===== config.mk =====
export PLATFORM = sky130hd
export DESIGN_NAME = flash_prog_seq
export DESIGN_NICKNAME = d
export VERILOG_FILES = /design/src/rtl/flash_prog_pkg.sv /design/src/rtl/flash_hold_timer.sv /design/src/rtl/flash_phase_ctr.sv /design/src/rtl/flash_bus_mux.sv /design/src/rtl/flash_prog_seq.sv
export SDC_FILE = /design/constraint.sdc
export NUM_CORES = 1
export LEC_CHECK = 0
export BUFFER_PORTS_ARGS = -buffer_cell sky130_fd_sc_hd__buf_2
export CORE_AREA = 4 4 78 80
export DETAILED_ROUTE_END_ITERATION = 12
export DIE_AREA = 0 0 82 84
export GPL_TIMING_DRIVEN = 0
export PLACE_DENSITY = 0.8
export REMOVE_ABC_BUFFERS = 1
export SYNTH_ARGS = -nofsm -noshare
export SYNTH_HDL_FRONTEND = slang
export SYNTH_SLANG_ARGS = --single-unit

===== constraint.sdc =====
create_clock -name clk -period 1.7 [get_ports clk]
set_input_delay 0.34 -clock clk [delete_from_list [all_inputs] [get_ports clk]]
set_output_delay 0.34 -clock clk [all_outputs]
set_load 0.005 [all_outputs]

===== src/rtl/flash_prog_pkg.sv =====
package flash_prog_pkg;
   localparam int unsigned NUM_PHASES = 9;
   localparam int unsigned PH_W       = 4;
   localparam int unsigned CMD_W      = 8;
   localparam logic [15:0] UNLK_ADDR_FIRST  = 16'h5555;
   localparam logic [15:0] UNLK_ADDR_SECOND = 16'h2AAA;
   localparam logic [CMD_W-1:0] UNLK_DATA_FIRST  = 8'hAA;
   localparam logic [CMD_W-1:0] UNLK_DATA_SECOND = 8'h55;
   localparam logic [CMD_W-1:0] CMD_BYTE_PROG    = 8'hA0;
endpackage


===== src/rtl/flash_hold_timer.sv =====
module flash_hold_timer #(
   parameter int unsigned HOLD_W = 8
) (
   input  logic              clk,
   input  logic              rst_n,
   input  logic              load,
   input  logic [HOLD_W-1:0] load_val,
   input  logic              run,
   output logic              expire
);
   logic [HOLD_W-1:0] hold_q;
   logic [HOLD_W-1:0] cnt_q;

   always_ff @(posedge clk or negedge rst_n) begin
      if (!rst_n) begin
         hold_q <= '0;
         cnt_q  <= '0;
      end else if (load) begin
         hold_q <= load_val;
         cnt_q  <= load_val;
      end else if (run) begin
         if (cnt_q == '0) cnt_q <= hold_q;
         else             cnt_q <= cnt_q - 1'b1;
      end
   end

   assign expire = run && (cnt_q == '0);
endmodule


===== src/rtl/flash_phase_ctr.sv =====
module flash_phase_ctr
   import flash_prog_pkg::*;
(
   input  logic            clk,
   input  logic            rst_n,
   input  logic            start,
   input  logic            step,
   output logic [PH_W-1:0] phase,
   output logic            busy,
   output logic            fin
);
   localparam logic [PH_W-1:0] LAST_PH = PH_W'(NUM_PHASES - 1);

   always_ff @(posedge clk or negedge rst_n) begin
      if (!rst_n) begin
         phase <= '0;
         busy  <= 1'b0;
         fin   <= 1'b0;
      end else begin
         fin <= 1'b0;
         if (start) begin
            phase <= '0;
            busy  <= 1'b1;
         end else if (busy && step) begin
            if (phase == LAST_PH) begin
               busy  <= 1'b0;
               fin   <= 1'b1;
               phase <= '0;
            end else begin
               phase <= phase + 1'b1;
            end
         end
      end
   end
endmodule


===== src/rtl/flash_bus_mux.sv =====
module flash_bus_mux
   import flash_prog_pkg::*;
#(
   parameter int unsigned ADDR_W = 18,
   parameter int unsigned DATA_W = 8
) (
   input  logic [PH_W-1:0]   phase,
   input  logic              busy,
   input  logic [ADDR_W-1:0] tgt_addr,
   input  logic [DATA_W-1:0] tgt_data,
   output logic [ADDR_W-1:0] bus_addr,
   output logic [DATA_W-1:0] bus_data,
   output logic              bus_we_n,
   output logic              bus_ce_n,
   output logic              bus_oe_n,
   output logic              bus_dq_oe
);
   localparam int unsigned CYC_W = PH_W - 1;

   logic [ADDR_W-1:0] addr_a, addr_b;
   logic [CYC_W-1:0]  cyc;

   generate
      if (ADDR_W > 16) begin : g_addr_wide
         assign addr_a = {{(ADDR_W-16){1'b0}}, UNLK_ADDR_FIRST};
         assign addr_b = {{(ADDR_W-16){1'b0}}, UNLK_ADDR_SECOND};
      end else begin : g_addr_exact
         assign addr_a = UNLK_ADDR_FIRST[ADDR_W-1:0];
         assign addr_b = UNLK_ADDR_SECOND[ADDR_W-1:0];
      end
   endgenerate

   assign cyc = phase[PH_W-1:1];

   always_comb begin
      bus_addr  = '0;
      bus_data  = '0;
      bus_we_n  = 1'b1;
      bus_ce_n  = 1'b1;
      bus_oe_n  = 1'b1;
      bus_dq_oe = 1'b0;
      if (busy) begin
         bus_ce_n  = 1'b0;
         bus_dq_oe = 1'b1;
         bus_we_n  = ~phase[0];
         case (cyc)
            CYC_W'(0): begin bus_addr = addr_a; bus_data = UNLK_DATA_FIRST;  end
            CYC_W'(1): begin bus_addr = addr_b; bus_data = UNLK_DATA_SECOND; end
            CYC_W'(2): begin bus_addr = addr_a; bus_data = CMD_BYTE_PROG;    end
            default:   begin bus_addr = tgt_addr; bus_data = tgt_data;       end
         endcase
      end
   end
endmodule


===== src/rtl/flash_prog_seq.sv =====
module flash_prog_seq
   import flash_prog_pkg::*;
#(
   parameter int unsigned ADDR_W = 18,
   parameter int unsigned DATA_W = 8,
   parameter int unsigned HOLD_W = 8
) (
   input  logic              clk,
   input  logic              rst_n,
   input  logic              req_valid,
   output logic              req_ready,
   input  logic [ADDR_W-1:0] req_addr,
   input  logic [DATA_W-1:0] req_data,
   input  logic [HOLD_W-1:0] hold_cycles,
   output logic              done,
   output logic [ADDR_W-1:0] fl_addr,
   output logic [DATA_W-1:0] fl_dq_out,
   output logic              fl_dq_oe,
   output logic              fl_ce_n,
   output logic              fl_oe_n,
   output logic              fl_we_n
);
   generate
      if (ADDR_W < 16) begin : g_bad_addr
         $error("ADDR_W must hold the 16-bit unlock addresses");
      end
      if (DATA_W != CMD_W) begin : g_bad_data
         $error("DATA_W must equal the command byte width");
      end
      if (HOLD_W < 1) begin : g_bad_hold
         $error("HOLD_W must be at least 1");
      end
   endgenerate

   logic              accept;
   logic              busy;
   logic              expire;
   logic [PH_W-1:0]   phase;
   logic [ADDR_W-1:0] addr_q;
   logic [DATA_W-1:0] data_q;

   assign req_ready = ~busy;
   assign accept    = req_valid & req_ready;

   always_ff @(posedge clk or negedge rst_n) begin
      if (!rst_n) begin
         addr_q <= '0;
         data_q <= '0;
      end else if (accept) begin
         addr_q <= req_addr;
         data_q <= req_data;
      end
   end

   flash_hold_timer #(.HOLD_W(HOLD_W)) u_timer (
      .clk      (clk),
      .rst_n    (rst_n),
      .load     (accept),
      .load_val (hold_cycles),
      .run      (busy),
      .expire   (expire)
   );

   flash_phase_ctr u_phase (
      .clk   (clk),
      .rst_n (rst_n),
      .start (accept),
      .step  (expire),
      .phase (phase),
      .busy  (busy),
      .fin   (done)
   );

   flash_bus_mux #(.ADDR_W(ADDR_W), .DATA_W(DATA_W)) u_mux (
      .phase     (phase),
      .busy      (busy),
      .tgt_addr  (addr_q),
      .tgt_data  (data_q),
      .bus_addr  (fl_addr),
      .bus_data  (fl_dq_out),
      .bus_we_n  (fl_we_n),
      .bus_ce_n  (fl_ce_n),
      .bus_oe_n  (fl_oe_n),
      .bus_dq_oe (fl_dq_oe)
   );
endmodule


==> flow_summary.ini <==
[route]
routed_wl_mm = 5.73
drcViolationCount = 0
dr.pass1.iters = 4
vias = 1981
drtAntennaViolNets = 0
drt_iter0_markers = 107
viasPerCell = 5.16
wl_per_cell_um = 14.9

[sta]
setup_violations = 23
setup_slack_ns = -0.0972
tightest_slew_ns = 1.09
slew_violations = 0
final_hold_viol_count = 0
max_freq_ghz = 0.556
finalCriticalPeriod_ns = 1.80
rsz0062_at_grt = yes
fin_worst_skew_ns = 0.00859
period_share = 1.06
relSlewSlack = 0.276

[logic_synthesis]
synth_common_cells = 52 x nor2_1, 48 x dfrtp_1, 35 x mux2_2, 10 x a21oi_1, 9 x clkbuf_1
postSynthCellCount = 238
synth_top_area_frac = 0.485
yosys.area.top_type = dfrtp_1
synthDistinctLibCells = 41
ys_seq_area_frac = 0.485
yosys_warnings = 0
synth_edf_count = 0
synth_area_leaders = dfrtp_1 49%, mux2_2 16%, nor2_1 7.9%
avgSynthCellArea_um2 = 10.4
synth.most_common_cell = nor2_1
ys.flop_type = dfrtp_1
ys_ff_latch = 48
syn-cell-area_mm2 = 0.00248
synth-async-reset-ratio = 1.00

[global_routing]
grt_usage = 0.173
grt_use_met2 = 0.284
grtUsageMet1 = 0.218
grt_pass1_vias = 2055
grt_overflow = 0
grtUsageMet3 = 0.0367
busiest_layer = met2
antenna_found_initial = 0
grt_max_degree = 49
grt_pass1_wl_mm = 9.38

[placement]
place_ws_ns = -0.574
gp_congestion = 0.770
io_buffers = 67
place_hpwl_mm = 3.71

[critical_path]
slowest_stage = dfrtp_2
cp_data_arrival_time_ns = 1.46
crit_path_start_kind = flip-flop
cpMostUsedCell = nor2_1
slowest_delay_ns = 0.48
cp_data_required_time_ns = 1.36
path_cells = a21oi_4, buf_8, nor2_1, nor2_1, buf_2
crit_type = reg2out
crit_fanout = 16
end_kind = primary output

[finish]
n_antenna_cell = 0
nNetsFinal = 355
fin_util = 0.586
syn2layout_area_growth_pct = 27.8
layout-drive-gt1-share = 0.487
multi_input_area_mm2 = 0.00126
register_area_mm2 = 0.00121
final.fill_count = 476

[clocking]
worstSkewPairLatency_ns = 0.30
tritoncts = done
cts_sinks = 48
h-tree-depth = 2
cts-buffers-inserted = 5
holdBufCountCts = 0
clk_pin_slew_ns = 0.08
cts_buffer_depth = 2
clockRootBuffer = clkbuf_8

[die]
io_pins = 69
die_y_um = 84
dieArea_mm2 = 0.00689
die_w_um = 82
rows = 27
initial_core_util = 0.458
core_mm2 = 0.00541

[power_and_ir_drop]
p_int_mw = 3.35
switching_power_mw = 2.00
power_frac_clock = 0.114
p_per_area_mw_per_mm2 = 1690
switching_share = 0.373
p_seq_frac = 0.398
combPwrFrac = 0.488
p_leak_nw = 1.50
ir_worst_vdd_mv = 0.792

[hold_path]
hold_class = in2async

[run_status]
violations = setup timing
status = finished with violations

[run]
drv_cap = 0
## state kept, by name, summed over array words and instances, names as in the netlist
name	cells
u_phase.busy	1
u_phase.phase	4
u_phase.fin	1
u_timer.cnt_q	8
addr_q	18
data_q	8
u_timer.hold_q	8
## kinds of logic (layout without fill, tap and decap cells)
| kind of cell | count (synthesis) | in the layout | share of synthesized area |
|---|---|---|---|
| AO/OA/AOI/OAI | 35 | 35 | 0.0920 |
| XOR/XNOR | 4 | 4 | 0.0142 |
| adder cells (fa/ha/maj) | 4 | 4 | 0.0202 |
| buffers and inverters | 23 | 97 | 0.0414 |
| flip-flops | 48 | 48 | 0.485 |
| multiplexers | 41 | 41 | 0.183 |
| other | 1 | 1 | 0.00151 |
| AND/OR/NAND/NOR | 82 | 82 | 0.162 |
## metrics by stage
step	total power, mW	instance area [µm²]	hold slack (ns)	std cells	setup TNS [ns]
floorplan	3.48	2400	0.0444	222	-43.74
global placement	4.25	2830	0.482	361	-90.75
detailed placement	4.40	2870	0.489	363	-9.53
CTS	5.23	3080	0.264	379	-1.22
global route	5.81	3170	0.263	384	-3.50
finish	5.35	3170	0.239	384	-1.38
## metal layers
layer	share of wire	up-vias
met5	0	-
met4	0.018	0
met3	0.053	9
met2	0.50	50
met1	0.43	963
li1	-	959
## cell usage in the layout (no fill, tap or decap), types with 4 or more instances in the layout
| master | netlist | routed |
|---|---|---|
| buf_2 | 4 | 67 |
| buf_4 | 3 | 14 |
| nor2_1 | 52 | 51 |
| a21oi_1 | 10 | 9 |
| dfrtp_1 | 48 | 44 |
| nand2_1 | 7 | 6 |
| o21ai_0 | 8 | 7 |
| inv_1 | 7 | 4 |
| o22ai_1 | 4 | 4 |
| mux2_2 | 35 | 35 |
| clkbuf_8 | 0 | 5 |
| mux2i_1 | 6 | 6 |
## power by group through the flow
stage	clock network [mW]	logic [mW]	registers (mW)
final	0.611	2.61	2.13
after global routing	0.682	2.92	2.21
after CTS	0.640	2.48	2.11
after detailed placement	0	2.30	2.10
after global placement	0	2.19	2.06
after floorplan	0	1.50	1.98
## worst paths after layout
check,start,endpoint,slack [ns],depth (start not counted)
max,u_phase.phase[1],fl_dq_out[4],-0.1,5
min,rst_n,data_q[1],0.24,1
max reg2reg,u_timer.cnt_q[1],u_phase.phase[0],0.04,6
min reg2reg,u_timer.hold_q[5],u_timer.hold_q[5],0.50,1
max in group asynchronous,rst_n,u_phase.busy,0.68,1
min in group clk,req_data[5],data_q[5],0.27,2
## cell type report
type,instances,area share
Timing Repair Buffer,85,0.160
Clock buffer,5,0.0217
Sequential cell,48,0.382
Multi-Input combinational cell,167,0.398
Inverter,7,0.00949
Tap cell,72,0.0285
## what timing repair did
action	CTS	global route
gates cloned	0	0
gates resized for setup	12	13
pin swaps	5	3
buffers inserted	11	5
endpoints found under the setup margin	71	38
## worst max-delay path: cells and delay by family (launching register included)
family | cells | cell delay (ns)
buffers and inverters | 2 | 0.30
flip-flops | 1 | 0.48
AND/OR/NAND/NOR | 2 | 0.17
AO/OA/AOI/OAI | 1 | 0.20
No activity file was read; power rests on OpenSTA's default activity.
